### config.mk
export PLATFORM = sky130hd
export DESIGN_NAME = dma_resp_queue
export DESIGN_NICKNAME = d
export VERILOG_FILES = /design/src/rtl/dma_resp_pkg.sv /design/src/rtl/resp_fifo.sv /design/src/rtl/resp_irq_ctl.sv /design/src/rtl/resp_read_port.sv /design/src/rtl/dma_resp_queue.sv
export SDC_FILE = /design/constraint.sdc
export NUM_CORES = 1
export LEC_CHECK = 0
export ABC_AREA = 1
export CORE_ASPECT_RATIO = 0.9
export CORE_UTILIZATION = 40
export DETAILED_ROUTE_END_ITERATION = 10
export HOLD_SLACK_MARGIN = 0.15
export PLACE_DENSITY = 0.61
export SLEW_MARGIN = 15
export SYNTH_ARGS = -nofsm -noshare
export SYNTH_HDL_FRONTEND = slang
export SYNTH_SLANG_ARGS = --single-unit
### constraint.sdc
create_clock -name clk -period 4.69 [get_ports clk]
set_clock_uncertainty 0.1 [all_clocks]
set_input_delay 0.938 -clock clk [delete_from_list [all_inputs] [get_ports clk]]
set_output_delay 0.938 -clock clk [all_outputs]
set_load 0.02 [all_outputs]
### src/rtl/dma_resp_pkg.sv
package dma_resp_pkg;
   localparam int ERR_W         = 8;
   localparam int CTL_W         = 32;
   localparam int WORD_W        = 32;
   localparam int LVL_W         = 16;
   // control word bit positions decoded by this block
   localparam int CTL_DONE_IRQ  = 14;
   localparam int CTL_EARLY_IRQ = 15;
   localparam int CTL_EMASK_LO  = 16;
   // status word layout
   localparam int ST_EARLY_BIT  = 8;
endpackage

### src/rtl/resp_fifo.sv
module resp_fifo #(
   parameter int DEPTH = 16,
   parameter int W     = 41,
   localparam int PTR_W = (DEPTH > 1) ? $clog2(DEPTH) : 1,
   localparam int CNT_W = $clog2(DEPTH + 1)
) (
   input  logic             clk,
   input  logic             rst_n,
   input  logic             push,
   input  logic [W-1:0]     din,
   input  logic             pop,
   output logic [W-1:0]     dout,
   output logic [CNT_W-1:0] count,
   output logic             full,
   output logic             empty
);
   logic [W-1:0]     mem [DEPTH];
   logic [PTR_W-1:0] wptr, rptr, wnext, rnext;
   logic             do_push, do_pop;

   assign full    = (count == CNT_W'(DEPTH));
   assign empty   = (count == '0);
   assign do_push = push && !full;
   assign do_pop  = pop && !empty;
   assign dout    = mem[rptr];

   generate
      if ((DEPTH & (DEPTH - 1)) == 0) begin : g_pow2
         assign wnext = wptr + 1'b1;
         assign rnext = rptr + 1'b1;
      end else begin : g_wrap
         assign wnext = (wptr == PTR_W'(DEPTH - 1)) ? '0 : wptr + 1'b1;
         assign rnext = (rptr == PTR_W'(DEPTH - 1)) ? '0 : rptr + 1'b1;
      end
   endgenerate

   always_ff @(posedge clk) begin
      if (do_push) mem[wptr] <= din;
   end

   always_ff @(posedge clk or negedge rst_n) begin
      if (!rst_n) begin
         wptr  <= '0;
         rptr  <= '0;
         count <= '0;
      end else begin
         if (do_push) wptr <= wnext;
         if (do_pop)  rptr <= rnext;
         case ({do_push, do_pop})
            2'b10:   count <= count + 1'b1;
            2'b01:   count <= count - 1'b1;
            default: count <= count;
         endcase
      end
   end
endmodule

### src/rtl/resp_irq_ctl.sv
module resp_irq_ctl
   import dma_resp_pkg::*;
(
   input  logic             clk,
   input  logic             rst_n,
   input  logic             evt,
   input  logic [CTL_W-1:0] ctrl,
   input  logic [ERR_W-1:0] err,
   input  logic             early,
   input  logic             irq_clr,
   input  logic             halt_clr,
   input  logic             stop_err_en,
   input  logic             stop_early_en,
   output logic             pending,
   output logic             halted_err,
   output logic             halted_early
);
   logic             want_done, want_early, want_err, raise;
   logic [ERR_W-1:0] emask;

   assign emask      = ctrl[CTL_EMASK_LO +: ERR_W];
   assign want_done  = ctrl[CTL_DONE_IRQ];
   assign want_early = ctrl[CTL_EARLY_IRQ] && early;
   assign want_err   = |(err & emask);
   assign raise      = evt && (want_done || want_early || want_err);

   always_ff @(posedge clk or negedge rst_n) begin
      if (!rst_n) begin
         pending      <= 1'b0;
         halted_err   <= 1'b0;
         halted_early <= 1'b0;
      end else begin
         if (raise)        pending <= 1'b1;
         else if (irq_clr) pending <= 1'b0;

         if (evt && stop_err_en && (err != '0)) halted_err <= 1'b1;
         else if (halt_clr)                     halted_err <= 1'b0;

         if (evt && stop_early_en && early) halted_early <= 1'b1;
         else if (halt_clr)                 halted_early <= 1'b0;
      end
   end
endmodule

### src/rtl/resp_read_port.sv
module resp_read_port
   import dma_resp_pkg::*;
#(
   parameter int BYTES_W = 32
) (
   input  logic              clk,
   input  logic              rst_n,
   input  logic              rd_en,
   input  logic              rd_sel,
   input  logic              empty,
   input  logic [BYTES_W-1:0] head_bytes,
   input  logic [ERR_W-1:0]  head_err,
   input  logic              head_early,
   output logic [WORD_W-1:0] rd_data,
   output logic              pop
);
   logic got_bytes, got_stat, hit_bytes, hit_stat;

   assign hit_bytes = rd_en && !empty && !rd_sel;
   assign hit_stat  = rd_en && !empty &&  rd_sel;
   assign pop       = (hit_bytes && got_stat) || (hit_stat && got_bytes);

   always_comb begin
      rd_data = '0;
      if (!empty) begin
         if (rd_sel) begin
            rd_data[ERR_W-1:0]   = head_err;
            rd_data[ST_EARLY_BIT] = head_early;
         end else begin
            rd_data[BYTES_W-1:0] = head_bytes;
         end
      end
   end

   always_ff @(posedge clk or negedge rst_n) begin
      if (!rst_n) begin
         got_bytes <= 1'b0;
         got_stat  <= 1'b0;
      end else if (pop) begin
         got_bytes <= 1'b0;
         got_stat  <= 1'b0;
      end else begin
         if (hit_bytes) got_bytes <= 1'b1;
         if (hit_stat)  got_stat  <= 1'b1;
      end
   end
endmodule

### src/rtl/dma_resp_queue.sv
module dma_resp_queue
   import dma_resp_pkg::*;
#(
   parameter int DEPTH   = 16,
   parameter int BYTES_W = 32
) (
   input  logic               clk,
   input  logic               rst_n,
   input  logic               cmp_valid,
   output logic               cmp_ready,
   input  logic [BYTES_W-1:0] cmp_bytes,
   input  logic [7:0]         cmp_err,
   input  logic               cmp_early,
   input  logic [31:0]        cmp_ctrl,
   input  logic               rd_en,
   input  logic               rd_sel,
   output logic [31:0]        rd_data,
   output logic [15:0]        fill_level,
   output logic               resp_empty,
   output logic               resp_full,
   input  logic               glob_irq_en,
   input  logic               irq_clr,
   input  logic               stop_err_en,
   input  logic               stop_early_en,
   input  logic               halt_clr,
   output logic               irq_pending,
   output logic               irq,
   output logic               halted_err,
   output logic               halted_early
);
   localparam int ENT_W = BYTES_W + ERR_W + 1;
   localparam int CNT_W = $clog2(DEPTH + 1);

   generate
      if (DEPTH < 2) begin : g_bad_depth
         $error("dma_resp_queue: DEPTH must be at least 2");
      end
      if (CNT_W > LVL_W) begin : g_bad_level
         $error("dma_resp_queue: DEPTH does not fit the level field");
      end
      if (BYTES_W < 1 || BYTES_W > WORD_W) begin : g_bad_bytes
         $error("dma_resp_queue: BYTES_W must be 1..32");
      end
   endgenerate

   logic             accept, pop;
   logic [ENT_W-1:0] wr_ent, head_ent;
   logic [CNT_W-1:0] count;

   assign cmp_ready = !resp_full;
   assign accept    = cmp_valid && cmp_ready;
   assign wr_ent    = {cmp_bytes, cmp_early, cmp_err};

   resp_fifo #(.DEPTH(DEPTH), .W(ENT_W)) u_fifo (
      .clk   (clk),
      .rst_n (rst_n),
      .push  (accept),
      .din   (wr_ent),
      .pop   (pop),
      .dout  (head_ent),
      .count (count),
      .full  (resp_full),
      .empty (resp_empty)
   );

   resp_read_port #(.BYTES_W(BYTES_W)) u_rd (
      .clk        (clk),
      .rst_n      (rst_n),
      .rd_en      (rd_en),
      .rd_sel     (rd_sel),
      .empty      (resp_empty),
      .head_bytes (head_ent[ENT_W-1 -: BYTES_W]),
      .head_err   (head_ent[ERR_W-1:0]),
      .head_early (head_ent[ERR_W]),
      .rd_data    (rd_data),
      .pop        (pop)
   );

   resp_irq_ctl u_irq (
      .clk           (clk),
      .rst_n         (rst_n),
      .evt           (accept),
      .ctrl          (cmp_ctrl),
      .err           (cmp_err),
      .early         (cmp_early),
      .irq_clr       (irq_clr),
      .halt_clr      (halt_clr),
      .stop_err_en   (stop_err_en),
      .stop_early_en (stop_early_en),
      .pending       (irq_pending),
      .halted_err    (halted_err),
      .halted_early  (halted_early)
   );

   assign fill_level = LVL_W'(count);
   assign irq        = irq_pending && glob_irq_en;
endmodule

==> summary.md <==
| Metric | Value |
|---|---|
| Cell count after synthesis | 2406 |
| Number of DRC markers in iteration 0 | around 1.7k |
| Via count of the first global-routing pass | ~18k |
| Net Sw Frac | around 36% |
| Die Footprint | approximately 0.070 sq mm |
| Cell with the most instances after synthesis | nand2_1 |
| Kind of end point of the critical path | output pin |
| Number of different library cells in the post-synthesis netlist | 26 |
| Required time worst endpoint | between 3 and 4 ns |
| Worst-case clock buffer depth | 3 |
| NetSw | 6.77 mW |
| Clock sink total | 674 |
| Number of synthesized register bits | 674 |
| Setup crit start kind | flip-flop |
| Number of buffer cells added on primary ports | 104 |
| Critical path's most frequent cell | nand2_1 |
| Leading cell types by total area after synthesis | edfxtp_1 (71%), nand2_1 (9.8%), nand3_1 (5.8%), nor2_1 (3.3%), dfrtp_1 (1.6%) |
| DRC violation count after routing | 0 |
| Slowest cell on the critical path | dfrtp_4 |
| Unrepaired setup endpoints after global routing | false |
| Type of the worst min-delay path | reg2reg |
| Dpl hpwl | between 30000 and 40000 um |
| Clock latency on the worst-skew pair | 0.59 ns |
| CP Cell Sequence | inv_8 -> buf_12 -> o21ai_0 -> nand3_1 -> nand2_1 -> nand2_1 -> nand2_1 -> nor2_1 -> clkdlybuf4s50_1 |
| Worst-path maximum fanout | 55 |
| Post-synthesis average cell area | 11.5 sq um |
| Initial core utilization | ~40% |
| Cell Count Post-Placement | 3355 |
| Core box area | 0.0685 sq mm |
| Clock H-tree levels | 3 |
| Multi-input logic area | 0.00668 sq mm |
| Most frequently used flop master after synthesis | edfxtp_1 |
| Fin crit share | 95.0% |
| Root Buffer Master | clkbuf_16 |
| Fraction of power consumed by the clock network | approximately 27% |
| Endpoints failing setup | 0 |
| Area taken by flip-flops and latches | between 0.02 and 0.025 sq mm |
| Vias | 18.1k |
| CTS tree | done |
| Transition at the pin with the smallest max-transition slack | between 0.9 and 1 ns |
| Family of cells with the greatest summed delay on the critical path | buffers and inverters |
| Slew margin rel. | 37.2% |
| Final #Nets | ~2.6k |
| Cell internal power dissipation | 12.1 mW |
| Fmax | 225 MHz |
| Warnings, synthesis | 0 |
| Die Span X | roughly 280 um |
| Number of max-cap violations | 0 |
| Worst Path Buf+Inv | 3 |
| Total negative setup slack | 0 ns |
| Final RePlAce weighted congestion | about 0.76 |
| Routed wire length | roughly 70000 um |
| Status | finished, final reports clean |
| Placement row count | roughly 90 |
| Combinational power share | about 33% |
| Final Instance Count excl. Fillers | approximately 3.5k |
| Iteration count of the initial detailed-routing pass | 5 |
| Setup CP Type | reg2out |
| Synth-to-Final Area Change | 15.1% |
| Proportion of layout cells with a drive suffix above 1 | ~6.7% |
| Mapped Area | 0.0278 sq mm |
| Ratio of routed vias to standard cells | around 5.2 |
| Peak VDD IR | 0.000440 V |
| GRT Resource Usage Total | around a fifth |
| Fillers | 6040 |
| Reported leakage power | around 12 nW |
| Delay contributed by the slowest stage of the critical path | 0.69 ns |
| Synth area leader | edfxtp_1 |
| Number of synthesized flops with an enable pin | 656 |
| Fraction of synthesis flops using an asynchronous set or reset pin | about 2.7% |
| Sequential-to-total area share from yosys stat | between 70% and 80% |
| Yosys top cell area share | between 70% and 80% |
| Antenna violations before repair | 2 |
| Register share of total power | 39.6% |
| Average wire length per cell after detail routing | between 20 and 25 um |
| Total count of max-transition violations in the final report | 0 |
| Time the final worst path needs with I/O delays and setup | 4.45 ns |
| Pin count of the biggest net entering global routing | between 100 and 150 |
| Height of the die | between 200 and 300 um |
| Final hold violation count | 0 |
| First-pass GRT wire length | roughly 110000 um |
| Ranking of synthesized cells by instance count | nand2_1 (723), edfxtp_1 (656), nand3_1 (322) |
| Number of CTS-inserted buffers | just over 70 |
| Power per Cell Area | between 500 and 600 mW/mm^2 |
| Count of buffers added by post-CTS timing repair for setup | 0 |
| Post-route ant nets | 0 |
| Clock edge transition at the registers on the reported setup and hold paths | approximately 0.06 ns |
| Arr. time, crit path | 3.42 ns |
| Number of top-level pins | approximately 140 |
| Remaining Overflow, GRT | 0 |
[power by group through the flow]
| stage | logic [mW] | clock network [mW] | registers (mW) |
|---|---|---|---|
| 2_1_floorplan | 4.27 | 0 | 7.54 |
| 3_3_place_gp | 6.23 | 0 | 7.58 |
| 3_5_place_dp | 6.33 | 0 | 7.61 |
| 4_1_cts | 6.36 | 5.18 | 7.49 |
| 5_1_grt | 7.01 | 5.40 | 7.53 |
| 6_report | 6.32 | 5.09 | 7.49 |
[what timing repair did]
item / in CTS / in global routing
resized for setup: 0 / 1
endpoints found under the setup margin: 0 / 1
hold buffers: 0 / 0
[placed cells by master (no fill, tap or decap), types with 27 or more instances in the layout]
master,netlist,final
buf_4,47,43
clkdlybuf4s50_1,0,104
nand3_1,322,322
nor2_1,243,239
nand2_1,723,723
edfxtp_1,656,656
o21ai_0,90,90
clkbuf_1,34,27
o21ai_1,36,36
a21oi_1,43,43
inv_1,57,55
clkbuf_16,0,73
[worst reg2reg max path, stage by stage, from the launching register on]
cell and delay [ns]:
dfrtp_1 0.50, nor2_1 0.11, nand4_1 0.08, buf_4 0.16, nand2_1 0.08, inv_2 0.28, buf_4 0.28, nand3_1 0.20
nand2_2 0.25, ha_1 0.34, xor2_1 0.25, ha_1 0.20, a21oi_1 0.06, nor2_1 0.15, nand2_1 0.07, nand2_1 0.08
nand3_1 0.08, nand2_1 0.07, nand2_1 0.04
[per-stage QoR]
| step | power (mW) | area [sq um] | hold slack [ns] | setup slack [ns] | util, % |
|---|---|---|---|---|---|
| 5_1_grt | 19.9 | 32000 | 0.439 | 0.0569 | 46.6 |
| 3_5_place_dp | 13.9 | 29900 | 0.383 | 0.591 | 43.6 |
| 4_1_cts | 19.0 | 32000 | 0.406 | 0.113 | 46.6 |
| 3_3_place_gp | 13.8 | 29900 | 0.377 | 0.634 | 43.6 |
| 6_report | 18.9 | 32000 | 0.403 | 0.236 | 46.6 |
| 2_1_floorplan | 11.8 | 27800 | 0.391 | 0.0117 | - |
[sequential cells by signal, summed over array words and instances, names as in the netlist]
name	flops
u_rd.got_stat	1
u_rd.got_bytes	1
u_fifo.count	5
u_irq.halted_early	1
u_fifo.mem	656
u_fifo.wptr	4
u_irq.halted_err	1
u_fifo.rptr	4
u_irq.pending	1
[logic make-up (layout without fill, tap and decap cells)]
group	count (synthesis)	after routing	synth area share, %
flops	674	674	72.6
buf+inv	214	344	3.85
compound gates	188	188	3.56
simple gates	1310	1310	19.3
other cells	1	12	0.0135
fa+ha+maj	8	8	0.360
xor+xnor	11	11	0.347
[worst paths after layout]
kind	slack, ns	cells after the start	to	start
worst min-delay path	0.40	2	u_irq.halted_early$_DFFE_PN0P_	u_irq.halted_early$_DFFE_PN0P_
worst min register to register	0.40	2	u_irq.halted_early$_DFFE_PN0P_	u_irq.halted_early$_DFFE_PN0P_
min in group asynchronous	0.77	1	u_fifo.rptr[1]$_DFFE_PN0P_	rst_n
max in group asynchronous	3.04	1	u_fifo.rptr[0]$_DFFE_PN0P_	rst_n
worst max register to register	1.19	18	u_fifo.count[4]$_DFFE_PN0P_	u_fifo.count[2]$_DFFE_PN0P_
worst max-delay path	0.24	9	rd_data[27]	u_fifo.rptr[0]$_DFFE_PN0P_
[layout make-up]
type,count,area share [%]
repair buffers,162,5.18
clock inverters,21,0.419
well taps,930,3.64
multi-input cells,1528,20.9
diodes,1,0.00783
clock buffers,100,6.03
inverters,61,0.759
flip-flops and latches,674,63.1
[per-layer routing]
layer,wire [um],track usage (%),up-vias
met5,9,0,-
met4,1410,6.23,2
met3,4260,2.62,100
met2,33800,33.4,589
met1,30400,26.7,8930
li1,-,-,8487
No activity file was read; power rests on OpenSTA's default activity.
